<file path="src/rtl/memsleep_pkg.sv">
package memsleep_pkg;

    typedef enum logic [1:0] {
        CMD_DESEL = 2'd0,
        CMD_READ  = 2'd1,
        CMD_WRITE = 2'd2,
        CMD_RSVD  = 2'd3
    } cmd_e;

    typedef enum logic [1:0] {
        ST_AWAKE  = 2'd0,
        ST_ENTER  = 2'd1,
        ST_ASLEEP = 2'd2,
        ST_RECOV  = 2'd3
    } pwr_st_e;

    localparam int unsigned SYNC_STAGES = 2;

endpackage

</file>
<file path="src/rtl/memsleep_sync.sv">
module memsleep_sync #(
    parameter int unsigned STAGES = 2
) (
    input  logic clk,
    input  logic rst_n,
    input  logic async_in,
    output logic sync_out
);
    typedef struct packed {
        logic [STAGES-1:0] sh;
    } sync_t;

    sync_t sync_d, sync_q;

    always_comb begin
        sync_d    = sync_q;
        sync_d.sh = {sync_q.sh[STAGES-2:0], async_in};
    end

    always_ff @(posedge clk or negedge rst_n) begin
        if (!rst_n) sync_q <= '0;
        else        sync_q <= sync_d;
    end

    assign sync_out = sync_q.sh[STAGES-1];


    sync_delay_chk: assert property (@(posedge clk) disable iff (!rst_n)
        $rose(sync_out) |-> $past(async_in, STAGES));

endmodule

</file>
<file path="src/rtl/memsleep_fsm.sv">
module memsleep_fsm
    import memsleep_pkg::*;
#(
    parameter int unsigned RECOV_CYC = 4
) (
    input  logic    clk,
    input  logic    rst_n,
    input  logic    req_s,
    output pwr_st_e st
);
    localparam int unsigned CW = (RECOV_CYC < 2) ? 1 : $clog2(RECOV_CYC + 1);

    typedef struct packed {
        pwr_st_e       st;
        logic [CW-1:0] cnt;
    } fsm_t;

    fsm_t fsm_d, fsm_q;

    always_comb begin
        fsm_d = fsm_q;
        unique case (fsm_q.st)
            ST_AWAKE: begin
                if (req_s) fsm_d.st = ST_ENTER;
            end
            ST_ENTER: begin
                fsm_d.st = req_s ? ST_ASLEEP : ST_AWAKE;
            end
            ST_ASLEEP: begin
                if (!req_s) begin
                    fsm_d.st  = ST_RECOV;
                    fsm_d.cnt = CW'(RECOV_CYC);
                end
            end
            ST_RECOV: begin
                if (req_s) begin
                    fsm_d.st  = ST_ENTER;
                    fsm_d.cnt = '0;
                end else if (fsm_q.cnt <= CW'(1)) begin
                    fsm_d.st  = ST_AWAKE;
                    fsm_d.cnt = '0;
                end else begin
                    fsm_d.cnt = fsm_q.cnt - CW'(1);
                end
            end
            default: fsm_d.st = ST_AWAKE;
        endcase
    end

    always_ff @(posedge clk or negedge rst_n) begin
        if (!rst_n) fsm_q <= '{st: ST_AWAKE, cnt: '0};
        else        fsm_q <= fsm_d;
    end

    assign st = fsm_q.st;


    entry_delay_chk: assert property (@(posedge clk) disable iff (!rst_n)
        $rose(fsm_q.st == ST_ASLEEP) |-> ($past(req_s) && $past(req_s, 2)));


    wake_to_recov_chk: assert property (@(posedge clk) disable iff (!rst_n)
        $fell(fsm_q.st == ST_ASLEEP) |-> (fsm_q.st == ST_RECOV));


    recov_cnt_range_chk: assert property (@(posedge clk) disable iff (!rst_n)
        (fsm_q.st == ST_RECOV) |-> (fsm_q.cnt != '0 && fsm_q.cnt <= CW'(RECOV_CYC)));

endmodule

</file>
<file path="src/rtl/memsleep_cmd_filter.sv">
module memsleep_cmd_filter
    import memsleep_pkg::*;
(
    input  logic       clk,
    input  logic       rst_n,
    input  pwr_st_e    st,
    input  logic [1:0] cmd_in,
    output logic [1:0] cmd_out,
    output logic       err
);
    typedef struct packed {
        logic err;
    } flt_t;

    flt_t flt_d, flt_q;
    cmd_e cmd_c;
    cmd_e pass_c;

    assign cmd_c = cmd_e'(cmd_in);

    always_comb begin
        pass_c = cmd_c;
        if (cmd_c == CMD_RSVD) pass_c = CMD_DESEL;
        unique case (st)
            ST_ASLEEP: pass_c = CMD_DESEL;
            ST_RECOV:  if (cmd_c == CMD_WRITE) pass_c = CMD_DESEL;
            default:   ;
        endcase
    end

    always_comb begin
        flt_d = flt_q;
        if (st == ST_RECOV && cmd_c == CMD_WRITE) flt_d.err = 1'b1;
    end

    always_ff @(posedge clk or negedge rst_n) begin
        if (!rst_n) flt_q <= '0;
        else        flt_q <= flt_d;
    end

    assign cmd_out = pass_c;
    assign err     = flt_q.err;


    recov_no_write_chk: assert property (@(posedge clk) disable iff (!rst_n)
        (st == ST_RECOV) |-> (cmd_out != CMD_WRITE));


    err_set_chk: assert property (@(posedge clk) disable iff (!rst_n)
        (st == ST_RECOV && cmd_in == CMD_WRITE) |=> err);


    err_sticky_chk: assert property (@(posedge clk) disable iff (!rst_n)
        err |=> err);


    asleep_desel_chk: assert property (@(posedge clk) disable iff (!rst_n)
        (st == ST_ASLEEP) |-> (cmd_out == CMD_DESEL));

endmodule

</file>
<file path="src/rtl/memsleep_ctrl.sv">
module memsleep_ctrl
    import memsleep_pkg::*;
#(
    parameter int unsigned RECOV_CYC = 4
) (
    input  logic       clk,
    input  logic       rst_n,
    input  logic       sleep_req,
    input  logic [1:0] cmd_in,
    input  logic       core_oe,
    output logic [1:0] cmd_out,
    output logic       dq_oe,
    output logic       sleeping,
    output logic       inputs_en,
    output logic       force_hiz,
    output logic       recovering,
    output logic       wr_reject_err
);
    logic    req_s;
    pwr_st_e st;

    memsleep_sync #(.STAGES(SYNC_STAGES)) sync_i (
        .clk      (clk),
        .rst_n    (rst_n),
        .async_in (sleep_req),
        .sync_out (req_s)
    );

    memsleep_fsm #(.RECOV_CYC(RECOV_CYC)) fsm_i (
        .clk   (clk),
        .rst_n (rst_n),
        .req_s (req_s),
        .st    (st)
    );

    memsleep_cmd_filter filt_i (
        .clk     (clk),
        .rst_n   (rst_n),
        .st      (st),
        .cmd_in  (cmd_in),
        .cmd_out (cmd_out),
        .err     (wr_reject_err)
    );

    assign sleeping   = (st == ST_ASLEEP);
    assign recovering = (st == ST_RECOV);
    assign inputs_en  = !sleeping;
    assign force_hiz  = sleeping;
    assign dq_oe      = core_oe && !force_hiz;


    hiz_asleep_chk: assert property (@(posedge clk) disable iff (!rst_n)
        sleeping |-> (!dq_oe && !inputs_en));


    oe_follow_chk: assert property (@(posedge clk) disable iff (!rst_n)
        !sleeping |-> (dq_oe == core_oe));

endmodule

</file>
<file path="config.mk">
export PLATFORM = sky130hd
export DESIGN_NAME = memsleep_ctrl
export DESIGN_NICKNAME = d
export VERILOG_FILES = /design/src/rtl/memsleep_pkg.sv /design/src/rtl/memsleep_sync.sv /design/src/rtl/memsleep_fsm.sv /design/src/rtl/memsleep_cmd_filter.sv /design/src/rtl/memsleep_ctrl.sv
export SDC_FILE = /design/constraint.sdc
export NUM_CORES = 1
export LEC_CHECK = 0
export BUFFER_PORTS_ARGS = -buffer_cell sky130_fd_sc_hd__buf_2
export CAP_MARGIN = 20
export CORE_MARGIN = 2
export CORE_UTILIZATION = 25
export DETAILED_ROUTE_END_ITERATION = 16
export GPL_TIMING_DRIVEN = 0
export SYNTH_ARGS = -nofsm -noshare
export SYNTH_HDL_FRONTEND = slang
export SYNTH_SLANG_ARGS = --single-unit
</file>
<file path="constraint.sdc">
create_clock -name clk -period 3.25 [get_ports clk]
set_input_delay 0.1625 -clock clk [delete_from_list [all_inputs] [get_ports clk]]
set_output_delay 0.1625 -clock clk [all_outputs]
set_load 0.05 [all_outputs]
</file>
==> results_dict.tcl, run 1 <==
set metrics [dict create \
    status "finished, final reports clean" \
    ios 14 \
    fin_skew_ns 0.00704 \
    worstPathCellList "buf_2 > nand2b_1 > inv_1 > nor3b_1 > buf_2" \
    path_class "reg -> out" \
    leakage_nw 0.269 \
    yosysUniqueCellTypes 22 \
    synth_top_area_cell "dfrtp_1" \
    yosys.area_share.simple_pct 14.5 \
    clkLatencyLatePin_ns 0.25 \
    cts_tree "built" \
    worstReg2RegStart "fsm_i.fsm_q[1]$_DFFE_PN0P_" \
    dieArea_mm2 0.00200 \
    drt_iter0_drc 2 \
    cts_setup_buffers 0 \
    final_area_um2 533 \
    dp_hpwl_um 639 \
    period_share_pct 48.8 \
    core_area_mm2 0.00152 \
    syn-num-nets 50 \
    async_reset_ff_share_pct 100 \
    crit_fanout 9 \
    rows 14 \
    grt_pass1_vias 366 \
    cts_made_buffers 3 \
    synth_compound_area_share_pct 21.4 \
    yosys.area.top_type_share_pct 48.2 \
    synth_edf_count 0 \
    cts_buffer_depth 2 \
    drt_wl_total_um 833 \
    drive_above_1_share_pct 32.2 \
    finalHoldViolCount 0 \
    cp.arrival_ns 1.42 \
    drt_pass1_iterations 2 \
    dieWidth_um 44.8 \
    syn_avg_cell_area_um2 9.89 \
    rsz0062_at_grt "false" \
    finalSetupViolations 0 \
    fin_nets 69 \
    cts.clk_slew.worst_paths_ns 0.06 \
    yosys-mux-area-fraction_pct 2.41 \
    endpoint_kind "primary output" \
    finalPower_w 0.000578 \
    synth-xor-area-share_pct 0 \
    fin_setup_tns_ns 0 \
    grt_max_degree 10 \
    ant_nets 0 \
    tightest_slew_ns 0.246 \
    grt_pass1_wl_um 1420 \
    slowest_stage "dfrtp_1" \
    synth_seq_cells 8 \
    synth_top_cells_by_area "dfrtp_1 48%, ha_1 6.0%, a21oi_1 4.8%" \
    vdd_drop_max_mv 0.566 \
    maxCapViolations 0 \
    place_area_um2 500 \
    area_delta_synth_final_pct 28.3 \
    ys.flop_type "dfrtp_1" \
    via_per_inst 4.96 \
    hp-class "in -> reg" \
    cts_root_buf "clkbuf_4" \
    start_util_pct 27.3 \
    overflow 0 \
    hold_buffers 1 \
    wire_per_inst_um 11.1 \
    p_per_area_mw_per_mm2 1080 \
    ys_seq_area_share_pct 48.2 \
    synth_top_family_by_area "compound AO/OA/AOI/OAI gates" \
    crit_path_start_kind "flop" \
    clock_sinks 8 \
    cts_resized 0 \
    finalWeightedCongestion 0.697 \
    dieHeight_um 44.8 \
    worstPathRequired_ns 3.09 \
    clock.fmax_ghz 0.630 \
    drc 0 \
    critPathMaxStageDelay_ns 0.35 \
    diodes 0 \
    post-place-cells 71 \
    relSlewSlack_pct 83.4 \
    layout_min_cycle_time_ns 1.59 \
    grt_antenna_before_repair 0 \
    crit_top_cell "buf_2" \
    grtUsageTotal_pct 9.88 \
    drv_slew 0 \
    syn_area_um2 415 \
    synthAdderAreaFrac_pct 6.02 \
    yosysWarnings 0 \
    fin_cells 75 \
    htreeDepth 1 \
    vias 372 \
    synthCells 42 \
    hp-start "sleep_req" \
    io_buffers 13 \
]
## path summary, 6_finish.rpt
| path | endpoint | slack, ns | cells past startpoint |
|---|---|---|---|
| worst max-delay path | cmd_out[0] | 1.66 | 5 |
| max in group asynchronous | filt_i.err$_DFFE_PN0P_ | 2.78 | 2 |
| min in group asynchronous | asynchronous set/reset pin | 0.29 | 2 |
| worst min register to register | sync_i.sync_q[1]$_DFF_PN0_ | 0.35 | 0 |
| worst max register to register | fsm_i.fsm_q[0]$_DFFE_PN0P_ | 1.87 | 5 |
| worst min-delay path | sync_i.sync_q[0]$_DFF_PN0_ | 0.02 | 1 |
## report_power, final
group | internal (W) | total (W) | switching (W)
clock | 0.0000421 | 0.0000742 | 0.0000320
sequential | 0.000131 | 0.000161 | 0.0000297
combinational | 0.000103 | 0.000343 | 0.000240
total | 0.000277 | 0.000578 | 0.000301
## cell type report
cell class                 count  area, µm²
sequential                     8        200
multi-input combinational     27        184
clock buffer                   3       22.5
fill                         162        991
timing repair buffer          14       75.1
buffer                         2       12.5
tap                           16       20.0
inverter                       5       18.8
## metrics by stage
stage | hold slack [ns] | setup slack (ns) | utilization, %
4_1_cts | 0.0143 | 1.64 | 35.0
6_report | 0.0203 | 1.66 | 35.0
5_1_grt | 0.0144 | 1.57 | 35.0
3_3_place_gp | 0.0161 | 1.91 | 32.8
3_5_place_dp | 0.0220 | 1.89 | 32.8
2_1_floorplan | -0.133 | 0.523 | -
## synth_stat cells, drive strengths merged, types with 2 or more instances
cell type and n:
a21oi 4, dfrtp 8, ha 2, nand2 2, inv 5, nand2b 2
o21ai 3, buf 2, nor2 2
## cell families after synthesis
| kind of cell | count (synthesis) |
|---|---|
| flip-flops | 8 |
| AO/OA/AOI/OAI | 13 |
| buffers and inverters | 7 |
| adder cells (fa/ha/maj) | 2 |
| AND/OR/NAND/NOR | 11 |
| multiplexers | 1 |
## cells in the final DEF, fill, tap and decap left out
master / netlist / layout
nor3b_1: 1 / 1
nor2_1: 2 / 2
o221ai_1: 1 / 1
inv_1: 5 / 5
ha_1: 2 / 2
a21oi_1: 4 / 4
nor3_1: 1 / 1
o31ai_1: 1 / 1
dlygate4sd3_1: 0 / 1
a22o_2: 1 / 1
or2_0: 1 / 1
buf_4: 1 / 1
clkbuf_4: 0 / 3
o21ai_0: 3 / 3
o21ba_1: 1 / 1
nand3b_1: 1 / 1
nand2_1: 2 / 2
mux2i_1: 1 / 1
o21bai_1: 1 / 1
dfrtp_1: 8 / 8
buf_2: 1 / 14
nand2b_1: 2 / 2
a32o_1: 1 / 1
and2_1: 1 / 1
## layer usage
layer / vias up / routed length (µm) / track usage (%)
met3: 0 / 43 / 4.80
met4: 0 / 0 / 3.64
li1: 178 / - / -
met5: - / 0 / 0
met2: 12 / 429 / 17.4
met1: 182 / 360 / 10.0
## worst max-delay path: cells and delay by family, from the launching register on
kind | cells | cell delay, ns
buf+inv | 3 | 0.52
flops | 1 | 0.35
simple gates | 2 | 0.29
No activity file was read; power rests on OpenSTA's default activity.
==> run 2: changes to the inputs <==
clock period = 1.3 ns   (was 3.25 ns; I/O delays follow)
==> run 2 against run 1 <==
The flow now finishes with violations (setup timing). Non-clock buffer count up 5. Clock power increased by 140%. Final cell count grew 6.7%. Utilization is 7.4 points higher. Critical endpoint unchanged. Largest power group unchanged.
==> results_dict.tcl, run 2 (synthesis gave the netlist of run 1 again) <==
set metrics [dict create \
    place_area_um2 529 \
    hp-start "cmd_in[0]" \
    finalHoldViolCount 0 \
    final_common_cell "buf_2" \
    grtUsageTotal_pct 10.3 \
    clkLatencyLatePin_ns 0.24 \
    layout_min_cycle_time_ns 1.32 \
    cts_root_buf "clkbuf_4" \
    maxCapViolations 0 \
    cts.clk_slew.worst_paths_ns 0.05 \
    cts_buffer_depth 2 \
    rows 14 \
    period_share_pct 102 \
    drt_iter0_drc 7 \
    grt_pass1_wl_um 1520 \
    grt_pass1_vias 364 \
    cp.buffers_inverters 2 \
    dp_hpwl_um 616 \
    tightest_slew_ns 0.323 \
    vias 368 \
    drt_wl_total_um 842 \
    htreeDepth 1 \
    cts_tree "built" \
    drc 0 \
    dieArea_mm2 0.00200 \
    hp-class "in -> reg" \
    clock.fmax_ghz 0.757 \
    worstReg2RegStart "fsm_i.fsm_q[1]$_DFFE_PN0P_" \
    grt_antenna_before_repair 0 \
    crit_fanout 4 \
    violations "setup timing" \
    final_cell_mix "9 x buf_2, 8 x buf_4, 7 x dfrtp_1" \
    via_per_inst 4.60 \
    final_area_um2 646 \
    drive_above_1_share_pct 48.4 \
    drt_pass1_iterations 4 \
    status "finished, violations left" \
    worst_slack_ns -0.0205 \
    leakage_nw 0.303 \
    fin_skew_ns 0.000555 \
    diodes 0 \
    ant_nets 0 \
    finalSetupViolations 3 \
    worstPathRequired_ns 1.24 \
    rsz0062_at_grt "true" \
    area_delta_synth_final_pct 55.4 \
    core_area_mm2 0.00152 \
    fin_setup_tns_ns -0.0383 \
    path_class "reg -> out" \
    endpoint_kind "primary output" \
    wire_per_inst_um 10.5 \
    clock_sinks 8 \
    ios 14 \
    overflow 0 \
    fin_nets 74 \
    cp_top_family "flip-flops" \
    crit_path_start_kind "flop" \
    critPathMaxStageDelay_ns 0.41 \
    dieWidth_um 44.8 \
    relSlewSlack_pct 78.2 \
    finalWeightedCongestion 0.680 \
    worstPathCellList "nand2b_4 > clkinvlp_4 > nor3b_4 > buf_6" \
    slowest_stage "dfrtp_1" \
    drv_slew 0 \
    grt_max_degree 9 \
    cp.arrival_ns 1.26 \
    start_util_pct 27.3 \
    vdd_drop_max_mv 0.964 \
    p_per_area_mw_per_mm2 2610 \
    io_buffers 13 \
    dieHeight_um 44.8 \
    cts_made_buffers 3 \
]
## run 2: cell types whose count changed in the layout (fill, tap and decap cells not counted), sizes merged
| cell | delta |
|---|---|
| buf | +4 |
| dlygate4sd3 | +1 |
| clkinvlp | +1 |
| inv | -1 |
## run 2: path summary, 6_finish.rpt
| path | to | cells after the start | slack (ns) |
|---|---|---|---|
| worst max-delay path | cmd_out[0] | 4 | -0.02 |
| min in group asynchronous | fsm_i.fsm_q[2]$_DFFE_PN0P_ | 2 | 0.19 |
| max in group asynchronous | fsm_i.fsm_q[0]$_DFFE_PN0P_ | 2 | 0.94 |
| worst min register to register | sync_i.sync_q[1]$_DFF_PN0_ | 0 | 0.35 |
| worst min-delay path | filt_i.err$_DFFE_PN0P_ | 3 | 0.12 |
| worst max register to register | fsm_i.fsm_q[0]$_DFFE_PN0P_ | 5 | -0.02 |
## run 2: area by class of cell
class | instances | area (µm²)
inverter | 5 | 22.5
clock buffer | 3 | 22.5
tap | 16 | 20.0
sequential | 8 | 201
multi-input combinational | 27 | 231
buffer | 1 | 7.51
timing repair buffer | 20 | 140
fill | 142 | 878
## run 2: worst min-delay path: stages
cell and delay, ns:
buf_2 0.08, nand2b_1 0.11, o21bai_1 0.07
## run 2: stage by stage
stage | setup WS [ns] | cells | total power, W | util (%) | hold slack, ns
floorplan | -0.324 | 42 | 0.00116 | - | -0.231
global placement | -0.0409 | 71 | 0.00134 | 34.7 | -0.0906
detailed placement | -0.0516 | 71 | 0.00134 | 34.7 | -0.0843
CTS | -0.0713 | 81 | 0.00169 | 42.3 | 0.117
global route | -0.107 | 80 | 0.00182 | 42.4 | 0.159
finish | -0.0205 | 80 | 0.00169 | 42.4 | 0.124
## run 2: what timing repair did
| item | in CTS | in global routing |
|---|---|---|
| endpoints found under the setup margin | 5 | 7 |
| pin swaps | 3 | 1 |
| hold buffers | 2 | 0 |
| hold endpoints to repair | 9 | 0 |
| resized for setup | 12 | 4 |
| buffers inserted | 5 | 0 |
## run 2: report_power, final
| group | total (W) | internal (W) | switching, W |
|---|---|---|---|
| clock | 0.000178 | 0.000105 | 0.0000735 |
| sequential | 0.000411 | 0.000331 | 0.0000801 |
| combinational | 0.00110 | 0.000433 | 0.000665 |
| total | 0.00169 | 0.000868 | 0.000819 |
## run 2: layer usage
| metal | share of wire [%] | vias up | routed length, µm | GRT usage (%) |
|---|---|---|---|---|
| li1 | - | 189 | - | - |
| met2 | 51 | 13 | 432 | 14.5 |
| met4 | 0 | 0 | 0 | 7.27 |
| met3 | 5.2 | 0 | 44 | 1.60 |
| met1 | 43 | 166 | 365 | 14.3 |
| met5 | 0 | - | 0 | 0 |
==> run 3: changes to the inputs <==
BUFFER_PORTS_ARGS = -buffer_cell sky130_fd_sc_hd__clkbuf_2   (was -buffer_cell sky130_fd_sc_hd__buf_2)
==> run 3 against run 2 <==
The flow still finishes with violations (setup timing). Worst setup slack lost 0.030 ns. Register-to-register slack improved by 0.03 ns. Combinational power is 10% higher. Die area did not move. Wire length is 8.0% higher. Cell area increased by 7.2%. Sequential power hardly changed. Global-route usage rose by 0.78 points. Via count rose by 1.9%. Power up 6.8%. Clock skew rose by 0.0032 ns. Critical path depth unchanged. Highest routed layer unchanged.
==> results_dict.tcl, run 3 (synthesis gave the netlist of run 1 again) <==
set metrics [dict create \
    status "finished, violations left" \
    violations "setup timing" \
    p_comb_share_pct 67.4 \
    tightest_slew_ns 0.276 \
    diodes 0 \
    wire_per_inst_um 11.0 \
    p_per_area_mw_per_mm2 2600 \
    vdd_drop_max_mv 1.02 \
    pwr-share-clk_pct 9.7 \
    core_area_mm2 0.00152 \
    finalSetupViolations 1 \
    fin_cells 83 \
    relSlewSlack_pct 81.7 \
    p_sw_share_pct 47.5 \
    finalHoldViolCount 0 \
    final_common_cell "buf_4" \
    grt_pass1_wl_um 1600 \
    seqPwrFrac_pct 22.9 \
    cts_root_buf "clkbuf_4" \
    rows 14 \
    cp-endpoint "cmd_out[0]" \
    via_per_inst 4.52 \
    path_class "reg -> out" \
    overflow 0 \
    grt_pass1_vias 374 \
    finalWeightedCongestion 0.698 \
    ios 14 \
    area_delta_synth_final_pct 66.6 \
    fillers 148 \
    r2r_slack_ns 0.01 \
    drc 0 \
    drv_slew 0 \
    cts_buffer_depth 2 \
    fin_setup_tns_ns -0.0503 \
    start_util_pct 27.3 \
    dieArea_mm2 0.00200 \
    drt_pass1_iterations 1 \
    ant_nets 0 \
    cts_tree "built" \
    finalPower_w 0.00180 \
    clock.fmax_ghz 0.741 \
    switchingPower_w 0.000857 \
    layout_min_cycle_time_ns 1.35 \
    cp.arrival_ns 1.29 \
    cts_made_buffers 3 \
    dieWidth_um 44.8 \
    grt_antenna_before_repair 0 \
    worst_slack_ns -0.0503 \
    crit_fanout 4 \
    rsz0062_at_grt "true" \
    worstReg2RegStart "fsm_i.fsm_q[1]$_DFFE_PN0P_" \
    vias 375 \
    drive_above_1_share_pct 53.7 \
    cts.clk_slew.worst_paths_ns 0.05 \
    io_buffers 13 \
    dp_hpwl_um 633 \
    fin_nets 77 \
    drt_iter0_drc 0 \
    post-place-cells 71 \
    rr_endpoint "fsm_i.fsm_q[1]$_DFFE_PN0P_" \
    worstPathRequired_ns 1.24 \
    grtUsageTotal_pct 11.1 \
    pre_cts_ws_ns -0.0466 \
    leakage_nw 0.317 \
    htreeDepth 1 \
    timing.hold.ws_ns 0.133 \
    period_share_pct 104 \
    dieHeight_um 44.8 \
    clkLatencyLatePin_ns 0.24 \
    fin_skew_ns 0.00374 \
    drt_wl_total_um 909 \
    crit_path_start_kind "flop" \
    endpoint_kind "primary output" \
    clock_sinks 8 \
    maxCapViolations 0 \
    final_cell_mix "11 x buf_4, 8 x clkbuf_2, 7 x dfrtp_1" \
    grt_max_degree 9 \
    hp-class "in -> reg" \
    p_int_w 0.000945 \
    reg2reg_depth 5 \
]
-- run 3: cell count changes in the layout (fill, tap and decap cells not counted), moves of 2 or more --
cell,before,now
o21ai_1,0,2
clkbuf_2,0,8
buf_6,2,0
buf_8,0,2
buf_2,9,0
o21ai_0,3,1
buf_4,8,11
-- run 3: per-layer routing --
metal  share of wire, %  vias to the layer above  GRT usage [%]
met5                  0                        -              0
met3                3.4                        0           2.00
li1                   -                      195              -
met2                 51                        5           15.9
met4                  0                        0           7.27
met1                 45                      175           15.2
-- run 3: power groups by stage --
| stage | Combinational (W) | Clock [W] | Sequential (W) |
|---|---|---|---|
| after floorplan | 0.000738 | 0 | 0.000419 |
| after global placement | 0.000935 | 0 | 0.000404 |
| after detailed placement | 0.000939 | 0 | 0.000405 |
| after CTS | 0.00114 | 0.000187 | 0.000388 |
| after global routing | 0.00131 | 0.000198 | 0.000428 |
| final | 0.00121 | 0.000175 | 0.000412 |
-- run 3: repair_timing --
item | 4_1_cts | 5_1_grt
hold buffers | 2 | 0
gates resized for setup | 9 | 16
setup buffers | 7 | 1
hold endpoints to repair | 9 | 0
setup endpoints to repair | 7 | 8
pin swaps | 3 | 5
-- run 3: per-stage QoR --
stage,cell area [µm²],util (%)
finish,692,45.4
floorplan,444,-
global route,692,45.4
detailed placement,529,34.7
global placement,529,34.7
CTS,653,42.9
-- run 3: worst min path at each step --
stage                          from                         end  slack, ns  cells past startpoint
after floorplan               rst_n  asynchronous set/reset pin      -0.23                      0
after global placement        rst_n      filt_i.err$_DFFE_PN0P_      -0.09                      1
after detailed placement      rst_n  asynchronous set/reset pin      -0.08                      1
after CTS                 cmd_in[1]      filt_i.err$_DFFE_PN0P_       0.13                      3
after global routing      cmd_in[1]      filt_i.err$_DFFE_PN0P_       0.16                      3
final                     cmd_in[1]      filt_i.err$_DFFE_PN0P_       0.13                      3
-- run 3: layout make-up --
class | count | area (µm²) | area share (%)
Inverter | 5 | 22.5 | 3.25
Multi-Input combinational cell | 27 | 245 | 35.4
Clock buffer | 3 | 22.5 | 3.25
Tap cell | 16 | 20.0 | 2.89
Sequential cell | 8 | 201 | 29.1
Buffer | 1 | 7.51 | 1.08
Timing Repair Buffer | 23 | 173 | 25.0
-- run 3: worst max-delay path: stages, from the launching register on --
cell	delay (ns)
dfrtp_1	0.42
nand2b_4	0.11
clkinvlp_4	0.11
nor3b_4	0.22
buf_8	0.17
